`src/rtl/irq_cause_pkg.sv`:
```
package irq_cause_pkg;
  localparam int unsigned CAUSE_OFS = 'h0C0;
  localparam int unsigned CSET_OFS  = 'h0C8;
  localparam int unsigned MSET_OFS  = 'h0D0;
  localparam int unsigned MCLR_OFS  = 'h0D8;

  typedef struct packed {
    logic cause_clr;
    logic cause_set;
    logic mask_set;
    logic mask_clr;
  } wr_sel_t;

  typedef enum logic [1:0] {
    RD_ZERO  = 2'd0,
    RD_CAUSE = 2'd1,
    RD_MASK  = 2'd2
  } rd_src_e;
endpackage

```
`src/rtl/irq_reg_decode.sv`:
```
module irq_reg_decode
  import irq_cause_pkg::*;
#(
  parameter int unsigned ADDR_W = 12
) (
  input  logic              wr_en_i,
  input  logic [ADDR_W-1:0] addr_i,
  output wr_sel_t           wr_sel_o,
  output rd_src_e           rd_src_o
);
  logic hit_cause, hit_cset, hit_mset, hit_mclr;

  assign hit_cause = (addr_i == ADDR_W'(CAUSE_OFS));
  assign hit_cset  = (addr_i == ADDR_W'(CSET_OFS));
  assign hit_mset  = (addr_i == ADDR_W'(MSET_OFS));
  assign hit_mclr  = (addr_i == ADDR_W'(MCLR_OFS));

  always_comb begin
    wr_sel_o.cause_clr = wr_en_i & hit_cause;
    wr_sel_o.cause_set = wr_en_i & hit_cset;
    wr_sel_o.mask_set  = wr_en_i & hit_mset;
    wr_sel_o.mask_clr  = wr_en_i & hit_mclr;
  end

  always_comb begin
    if (hit_cause)     rd_src_o = RD_CAUSE;
    else if (hit_mset) rd_src_o = RD_MASK;
    else               rd_src_o = RD_ZERO;
  end
endmodule

```
`src/rtl/irq_src_bank.sv`:
```
module irq_src_bank
  import irq_cause_pkg::*;
#(
  parameter int unsigned N_SRC = 16
) (
  input  logic             clk_i,
  input  logic             rst_ni,
  input  wr_sel_t          wr_sel_i,
  input  logic [N_SRC-1:0] wbits_i,
  input  logic [N_SRC-1:0] event_i,
  output logic [N_SRC-1:0] cause_o,
  output logic [N_SRC-1:0] mask_o
);
  for (genvar k = 0; k < N_SRC; k++) begin : g_src
    logic cause_q, mask_q;
    logic set_c, clr_c, set_m, clr_m;

    assign set_c = event_i[k] | (wr_sel_i.cause_set & wbits_i[k]);
    assign clr_c = wr_sel_i.cause_clr & wbits_i[k];
    assign set_m = wr_sel_i.mask_set & wbits_i[k];
    assign clr_m = wr_sel_i.mask_clr & wbits_i[k];

    // set beats clear so a fresh event is never lost
    always_ff @(posedge clk_i or negedge rst_ni) begin
      if (!rst_ni)    cause_q <= 1'b0;
      else if (set_c) cause_q <= 1'b1;
      else if (clr_c) cause_q <= 1'b0;
    end

    always_ff @(posedge clk_i or negedge rst_ni) begin
      if (!rst_ni)    mask_q <= 1'b0;
      else if (set_m) mask_q <= 1'b1;
      else if (clr_m) mask_q <= 1'b0;
    end

    assign cause_o[k] = cause_q;
    assign mask_o[k]  = mask_q;
  end
endmodule

```
`src/rtl/irq_req_gen.sv`:
```
module irq_req_gen #(
  parameter int unsigned N_SRC = 16
) (
  input  logic             clk_i,
  input  logic             rst_ni,
  input  logic [N_SRC-1:0] cause_i,
  input  logic [N_SRC-1:0] mask_i,
  output logic             irq_o
);
  logic irq_q;

  always_ff @(posedge clk_i or negedge rst_ni) begin
    if (!rst_ni) irq_q <= 1'b0;
    else         irq_q <= |(cause_i & mask_i);
  end

  assign irq_o = irq_q;
endmodule

```
`src/rtl/irq_cause_regs.sv`:
```
module irq_cause_regs
  import irq_cause_pkg::*;
#(
  parameter int unsigned N_SRC  = 16,
  parameter int unsigned ADDR_W = 12,
  parameter int unsigned DATA_W = 32
) (
  input  logic              clk_i,
  input  logic              rst_ni,
  input  logic              wr_en_i,
  input  logic              rd_en_i,
  input  logic [ADDR_W-1:0] addr_i,
  input  logic [DATA_W-1:0] wdata_i,
  output logic [DATA_W-1:0] rdata_o,
  input  logic [N_SRC-1:0]  event_i,
  output logic              irq_o
);
  wr_sel_t          wr_sel;
  rd_src_e          rd_src;
  logic [N_SRC-1:0] cause_q, mask_q;
  logic [DATA_W-1:0] rd_mux, rdata_q;

  irq_reg_decode #(.ADDR_W(ADDR_W)) u_dec (
    .wr_en_i (wr_en_i),
    .addr_i  (addr_i),
    .wr_sel_o(wr_sel),
    .rd_src_o(rd_src)
  );

  irq_src_bank #(.N_SRC(N_SRC)) u_bank (
    .clk_i   (clk_i),
    .rst_ni  (rst_ni),
    .wr_sel_i(wr_sel),
    .wbits_i (wdata_i[N_SRC-1:0]),
    .event_i (event_i),
    .cause_o (cause_q),
    .mask_o  (mask_q)
  );

  irq_req_gen #(.N_SRC(N_SRC)) u_req (
    .clk_i  (clk_i),
    .rst_ni (rst_ni),
    .cause_i(cause_q),
    .mask_i (mask_q),
    .irq_o  (irq_o)
  );

  always_comb begin
    unique case (rd_src)
      RD_CAUSE: rd_mux = DATA_W'(cause_q);
      RD_MASK:  rd_mux = DATA_W'(mask_q);
      default:  rd_mux = '0;
    endcase
  end

  always_ff @(posedge clk_i or negedge rst_ni) begin
    if (!rst_ni)      rdata_q <= '0;
    else if (rd_en_i) rdata_q <= rd_mux;
  end

  assign rdata_o = rdata_q;
endmodule

```
`config.mk`:
```
export PLATFORM = sky130hd
export DESIGN_NAME = irq_cause_regs
export DESIGN_NICKNAME = d
export VERILOG_FILES = /design/src/rtl/irq_cause_pkg.sv /design/src/rtl/irq_reg_decode.sv /design/src/rtl/irq_src_bank.sv /design/src/rtl/irq_req_gen.sv /design/src/rtl/irq_cause_regs.sv
export SDC_FILE = /design/constraint.sdc
export NUM_CORES = 1
export LEC_CHECK = 0
export BUFFER_PORTS_ARGS = -buffer_cell sky130_fd_sc_hd__buf_2
export CAP_MARGIN = 10
export CORE_ASPECT_RATIO = 0.8
export CORE_MARGIN = 2
export CORE_UTILIZATION = 50
export DETAILED_ROUTE_END_ITERATION = 8
export MAX_ROUTING_LAYER = met4
export PLACE_DENSITY = 0.79
export SYNTH_ARGS = -nofsm -noshare
export SYNTH_HDL_FRONTEND = slang
export SYNTH_SLANG_ARGS = --single-unit
export TNS_END_PERCENT = 20
```
`constraint.sdc`:
```
create_clock -name clk_i -period 2.47 [get_ports clk_i]
set_clock_uncertainty 0.05 [all_clocks]
set_input_delay 0.6175 -clock clk_i [delete_from_list [all_inputs] [get_ports clk_i]]
set_output_delay 0.6175 -clock clk_i [all_outputs]
set_load 0.005 [all_outputs]
```
==> reports/metrics.cfg, run 1 <==
[pwr]
leakage_uw=0.00147
ir_drop_v=0.000312
p_per_area_nw_per_um2=443

[sta]
period_share_pct=78.6
slew_violations=0
setup_violations=0
fmax_ghz=0.515
fin_setup_tns_ps=0
slew_headroom_pct=46.5
rsz0062_at_grt=no
finalHoldViolations=0
fin_crit_ps=1940
worst_slew_pin_slew_ps=803
fin_ws_ps=529

[die]
io_pins=97
start_util_pct=51.0
placeableCoreArea_sq_um=5850
rows=25
die_h_microns=73.1
dieWidth_microns=90.3
dieArea_sq_um=6600

[layout]
drive_above_1_share_pct=28.9
final_area_sq_um=3410
fillers=540
final_net_count=409
fin_cells=427
diodes=0
regArea_sq_um=1230
syn_to_final_growth_pct=14.2
multiInputGateArea_sq_um=1420

[clock_tree]
htreeDepth=2
ctsResizeCount=0
clock_sinks=49
cts_tree=yes
clock_path_buffers=2
root_buffer=clkbuf_8
holdBufCountCts=0
clk_latency_ps=310
clkTransAtPathRegs_ps=90
postCtsSetupRepairBufs=0
cts_made_buffers=5

[routing]
postRouteAntennaNets=0
first_pass_iters=4
drc=0
wl_per_cell_microns=17.5
first_iter_violations=349
vias=2634
viasPerCell=6.17
drt_wl_total_microns=7490

[worst_setup_path]
cp.arrival_ps=2070
crit_fanout=25
critPathKind=in -> reg
required_ps=2600
cp-end-kind=flip-flop
reg2reg_slack_ps=1200
cp-start-kind=primary input

[placed_design]
hpwl_microns=5310
dp.cells=419
post_dp_cell_area_sq_um=3310
port_buffers=64
place_congestion=0.828
pre_cts_ws_ps=202

[synth]
ys_warn_count=0
ys_seq_area_share_pct=41.1
yosys.area.top_type=dfrtp_1
synth_cell_types=25
synth_cells=297
yosysTopAreaCellShare_pct=41.1
synth_common_cells=49 x dfrtp_1, 48 x o41ai_1, 32 x inv_1, 31 x clkbuf_1, 17 x nand4_1
synthArstFlopShare_pct=100
netlist_area_sq_um=2980
ys_top_cells_by_area=dfrtp_1 41%, o41ai_1 14%, or4bb_1 6.0%, mux2i_1 5.4%, o22ai_2 4.2%
synth.most_common_cell=dfrtp_1
synth_edf_count=0
ys.flop_type=dfrtp_1
synth-seq-cells=49
avgSynthCellArea_sq_um=10.0

[global_route]
grt_start_max_net_pins=50
grt_usage_pct=24.4
grt_pass1_vias=2509
grt_pass1_wl_microns=12400
grt_busiest_layer=met2
grt_use_met1_pct=33.2
met2_usage_pct=38.2
grt_antenna_before_repair=0
grt-ovfl-total=0
use_met3_pct=5.17

[run]
maxCapViolations=0

[run_status]
outcome=completed

[hold_path]
hold_path.class=in -> async

[area by class of cell]
cell class	instances	area share [%]
sequential	49	36.0
inverter	32	3.53
clock buffer	5	2.02
clock inverter	3	0.735
timing repair buffer	80	12.9
multi-input combinational	177	41.8
tap	81	2.98
[worst max-delay path, cell delays in order]
cell	delay, ps
buf_2	110
or4_1	570
buf_4	250
o41ai_1	390
o211ai_1	140
[layout by cell type, fill, tap and decap left out]
master / netlist / final
buf_2: 3 / 64
dfrtp_1: 49 / 49
o41ai_1: 48 / 48
inv_1: 32 / 32
nand4_1: 17 / 17
mux2i_1: 16 / 16
or4bb_1: 16 / 16
o211ai_1: 16 / 16
nand3_1: 16 / 16
conb_1: 1 / 16
buf_4: 16 / 16
o22ai_2: 10 / 10
o22ai_1: 6 / 6
clkbuf_8: 0 / 5
a22o_1: 4 / 4
a221oi_1: 4 / 4
or4_1: 2 / 2
inv_6: 0 / 2
nand2b_1: 1 / 1
or2_2: 1 / 1
nand4bb_1: 1 / 1
or2_1: 1 / 1
nor4_2: 0 / 1
nor2b_1: 1 / 1
clkinvlp_4: 0 / 1
[metrics by stage]
stage               total power [uW]  hold slack (ps)  util [%]
finish                          1510              340      58.2
floorplan                        943              272         -
global route                    1560              397      58.2
global placement                1010              449      56.6
CTS                             1520              368      58.2
detailed placement              1020              458      56.6
[routing by layer]
metal,wire length [microns],vias to the layer above
met1,3420,1299
met2,3440,98
met5,0,-
met4,42,0
li1,-,1232
met3,586,5
[path summary, 6_finish.rpt]
kind | cells after the start | startpoint | to
worst min-delay path | 2 | rst_ni | u_bank.g_src[3].cause_q
worst max-delay path | 5 | addr_i[9] | u_bank.g_src[3].cause_q
worst max register to register | 3 | u_bank.g_src[3].cause_q | u_req.irq_o
max in group asynchronous | 2 | rst_ni | u_bank.g_src[2].mask_q
worst min register to register | 2 | rdata_o[11] | rdata_o[11]
min in group clk_i | 3 | event_i[7] | u_bank.g_src[7].cause_q
[kinds of logic after synthesis]
logic type             after synthesis  synth area share (%)
AOI/OAI and AO/OA                   88                  25.9
buffers and inverters               86                  13.2
DFF                                 49                  41.1
muxes                               16                  5.37
other                                1                 0.126
and+or+nand+nor                     57                  14.2
[flip-flops by register name (all words and copies together), names as in the netlist]
name and count:
rdata_o 16, u_bank.g_src.cause_q 16, u_bank.g_src.mask_q 16, u_req.irq_o 1
[report_power, final]
part	leakage, uW	internal [uW]	switching [uW]
Sequential	0.000601	804	1.31
Combinational	0.000828	71.2	128
Clock	0.0000452	207	296
Total	0.00147	1080	425
No activity file was read; power rests on OpenSTA's default activity.
==> run 2, diff against run 1 <==
--- a/config.mk
+++ b/config.mk
@@ -9,10 +9,10 @@
 export CAP_MARGIN = 10
 export CORE_ASPECT_RATIO = 0.8
 export CORE_MARGIN = 2
-export CORE_UTILIZATION = 50
+export CORE_UTILIZATION = 46
 export DETAILED_ROUTE_END_ITERATION = 8
 export MAX_ROUTING_LAYER = met4
-export PLACE_DENSITY = 0.79
+export PLACE_DENSITY = 0.76
 export SYNTH_ARGS = -nofsm -noshare
 export SYNTH_HDL_FRONTEND = slang
 export SYNTH_SLANG_ARGS = --single-unit
==> constraint.sdc (replaced) <==
create_clock -name clk_i -period 1.75 [get_ports clk_i]
set_clock_uncertainty 0.05 [all_clocks]
set_input_delay 0.4375 -clock clk_i [delete_from_list [all_inputs] [get_ports clk_i]]
set_output_delay 0.4375 -clock clk_i [all_outputs]
set_load 0.005 [all_outputs]
==> reports/metrics.cfg, run 2 (same netlist as run 1, synthesis figures left out) <==
[sta]
slew_violations=0  ; unchanged
period_share_pct=98.0
setup_violations=0  ; unchanged
finalHoldViolations=0  ; unchanged
rsz0062_at_grt=yes  ; was no
fin_ws_ps=34.4  ; was 529 ps
fin_crit_ps=1720
fmax_ghz=0.583

[placed_design]
pre_cts_ws_ps=-366  ; was 202 ps
hpwl_microns=5670  ; was 5310 microns
post_dp_cell_area_sq_um=3480  ; was 3310 sq um
port_buffers=64  ; unchanged
place_congestion=0.836  ; was 0.828

[worst_setup_path]
crit_fanout=47  ; was 25
path_delay_family=simple AND/OR/NAND/NOR gates  ; unchanged
crit_slowest_cell=or4_4  ; was or4_1
cp-end-kind=flip-flop  ; unchanged
cp.arrival_ps=1830  ; was 2070 ps
crit_start=addr_i[9]  ; unchanged
cp-start-kind=primary input  ; unchanged
required_ps=1870  ; was 2600 ps
critPathKind=in -> reg  ; unchanged
critPathMaxStageDelay_ps=560  ; was 570 ps
r2r-start=u_bank.g_src[3].cause_q  ; unchanged
crit_chain=buf_2 > or4_4 > buf_12 > o41ai_1 > o211ai_1  ; was buf_2 > or4_1 > buf_4 > o41ai_1 > o211ai_1
cp.buffers_inverters=2  ; unchanged

[global_route]
grt_pass1_wl_microns=13200  ; was 12400 microns
grt-ovfl-total=0  ; unchanged
grt_pass1_vias=2492  ; was 2509
grt_antenna_before_repair=0  ; unchanged
grt_usage_pct=23.9  ; was 24.4%
grt_start_max_net_pins=48  ; was 50

[die]
dieArea_sq_um=7150  ; was 6600 sq um
rows=26  ; was 25
dieWidth_microns=94.0  ; was 90.3 microns
die_h_microns=76.0  ; was 73.1 microns
placeableCoreArea_sq_um=6340  ; was 5850 sq um
io_pins=97  ; unchanged
start_util_pct=47.0  ; was 51.0%

[routing]
first_pass_iters=4  ; unchanged
viasPerCell=6.25  ; was 6.17
vias=2780  ; was 2634
drc=0  ; unchanged
postRouteAntennaNets=0  ; unchanged
first_iter_violations=309  ; was 349
drt_wl_total_microns=8290  ; was 7490 microns
wl_per_cell_microns=18.6  ; was 17.5 microns

[clock_tree]
cts_tree=yes  ; unchanged
ctsResizeCount=4  ; was 0
clkTransAtPathRegs_ps=90  ; about the same
root_buffer=clkbuf_8  ; unchanged
clock_path_buffers=2  ; unchanged
holdBufCountCts=0  ; unchanged
cts_made_buffers=5  ; unchanged
postCtsSetupRepairBufs=0  ; unchanged
clk_latency_ps=300  ; was 310 ps
htreeDepth=2  ; unchanged
clock_sinks=49  ; unchanged

[layout]
final_net_count=424  ; was 409
mostFrequentLayoutCell=buf_2  ; unchanged
drive_above_1_share_pct=33.0  ; was 28.9%
diodes=0  ; unchanged
mostFrequentLayoutCells=64 x buf_2, 49 x dfrtp_1, 44 x o41ai_1  ; was 64 x buf_2, 49 x dfrtp_1, 48 x o41ai_1
syn_to_final_growth_pct=21.7  ; was 14.2%
final_area_sq_um=3630  ; was 3410 sq um
fillers=562  ; was 540

[pwr]
total_power_uw=2290  ; was 1510 uW
ir_drop_v=0.000444  ; was 0.000312 V
leakage_uw=0.00160  ; was 0.00147 uW
p_per_area_nw_per_um2=630  ; was 443 nW/um^2

[hold_path]
hold_path.class=in -> async  ; unchanged

[run_status]
outcome=completed  ; unchanged

[run]
maxCapViolations=0  ; unchanged

-- run 2: metal layers --
metal,track usage [%],wire length [microns]
met4,5.07,85
met2,33.6,3860
met5,-,0
met1,35.0,3570
met3,6.13,777
-- run 2: path summary, 6_finish.rpt --
kind | depth (start not counted) | slack, ps | endpoint
worst max-delay path | 5 | 30 | u_bank.g_src[14].cause_q
worst min-delay path | 1 | 4 | rdata_o[7]
worst max register to register | 3 | 350 | u_req.irq_o
worst min register to register | 2 | 480 | rdata_o[15]
max in group asynchronous | 2 | 1130 | u_bank.g_src[14].cause_q
min in group clk_i | 3 | 280 | u_bank.g_src[6].cause_q
-- run 2: layout make-up --
type / instances / area (sq um) / area share [%]
Multi-Input combinational cell: 177 / 1460 / 40.2
Tap cell: 84 / 105 / 2.90
Clock inverter: 2 / 38.8 / 1.07
Sequential cell: 49 / 1230 / 33.8
Inverter: 32 / 120 / 3.31
Clock buffer: 6 / 72.6 / 2.00
Timing Repair Buffer: 95 / 607 / 16.7
-- run 2: stage by stage --
| stage | std cells | setup TNS [ps] | util [%] | hold slack, ps |
|---|---|---|---|---|
| finish | 445 | 0 | 57.2 | 4.40 |
| detailed placement | 437 | -13930 | 54.8 | 349 |
| floorplan | 312 | -6330 | - | 91.9 |
| CTS | 445 | 0 | 57.0 | 16.2 |
| global route | 445 | -79.7 | 57.2 | 30.2 |
| global placement | 437 | -11260 | 54.8 | 341 |
-- run 2: power by group --
part	switching, uW	internal [uW]
Sequential	2.05	1130
Combinational	193	129
Clock	396	430
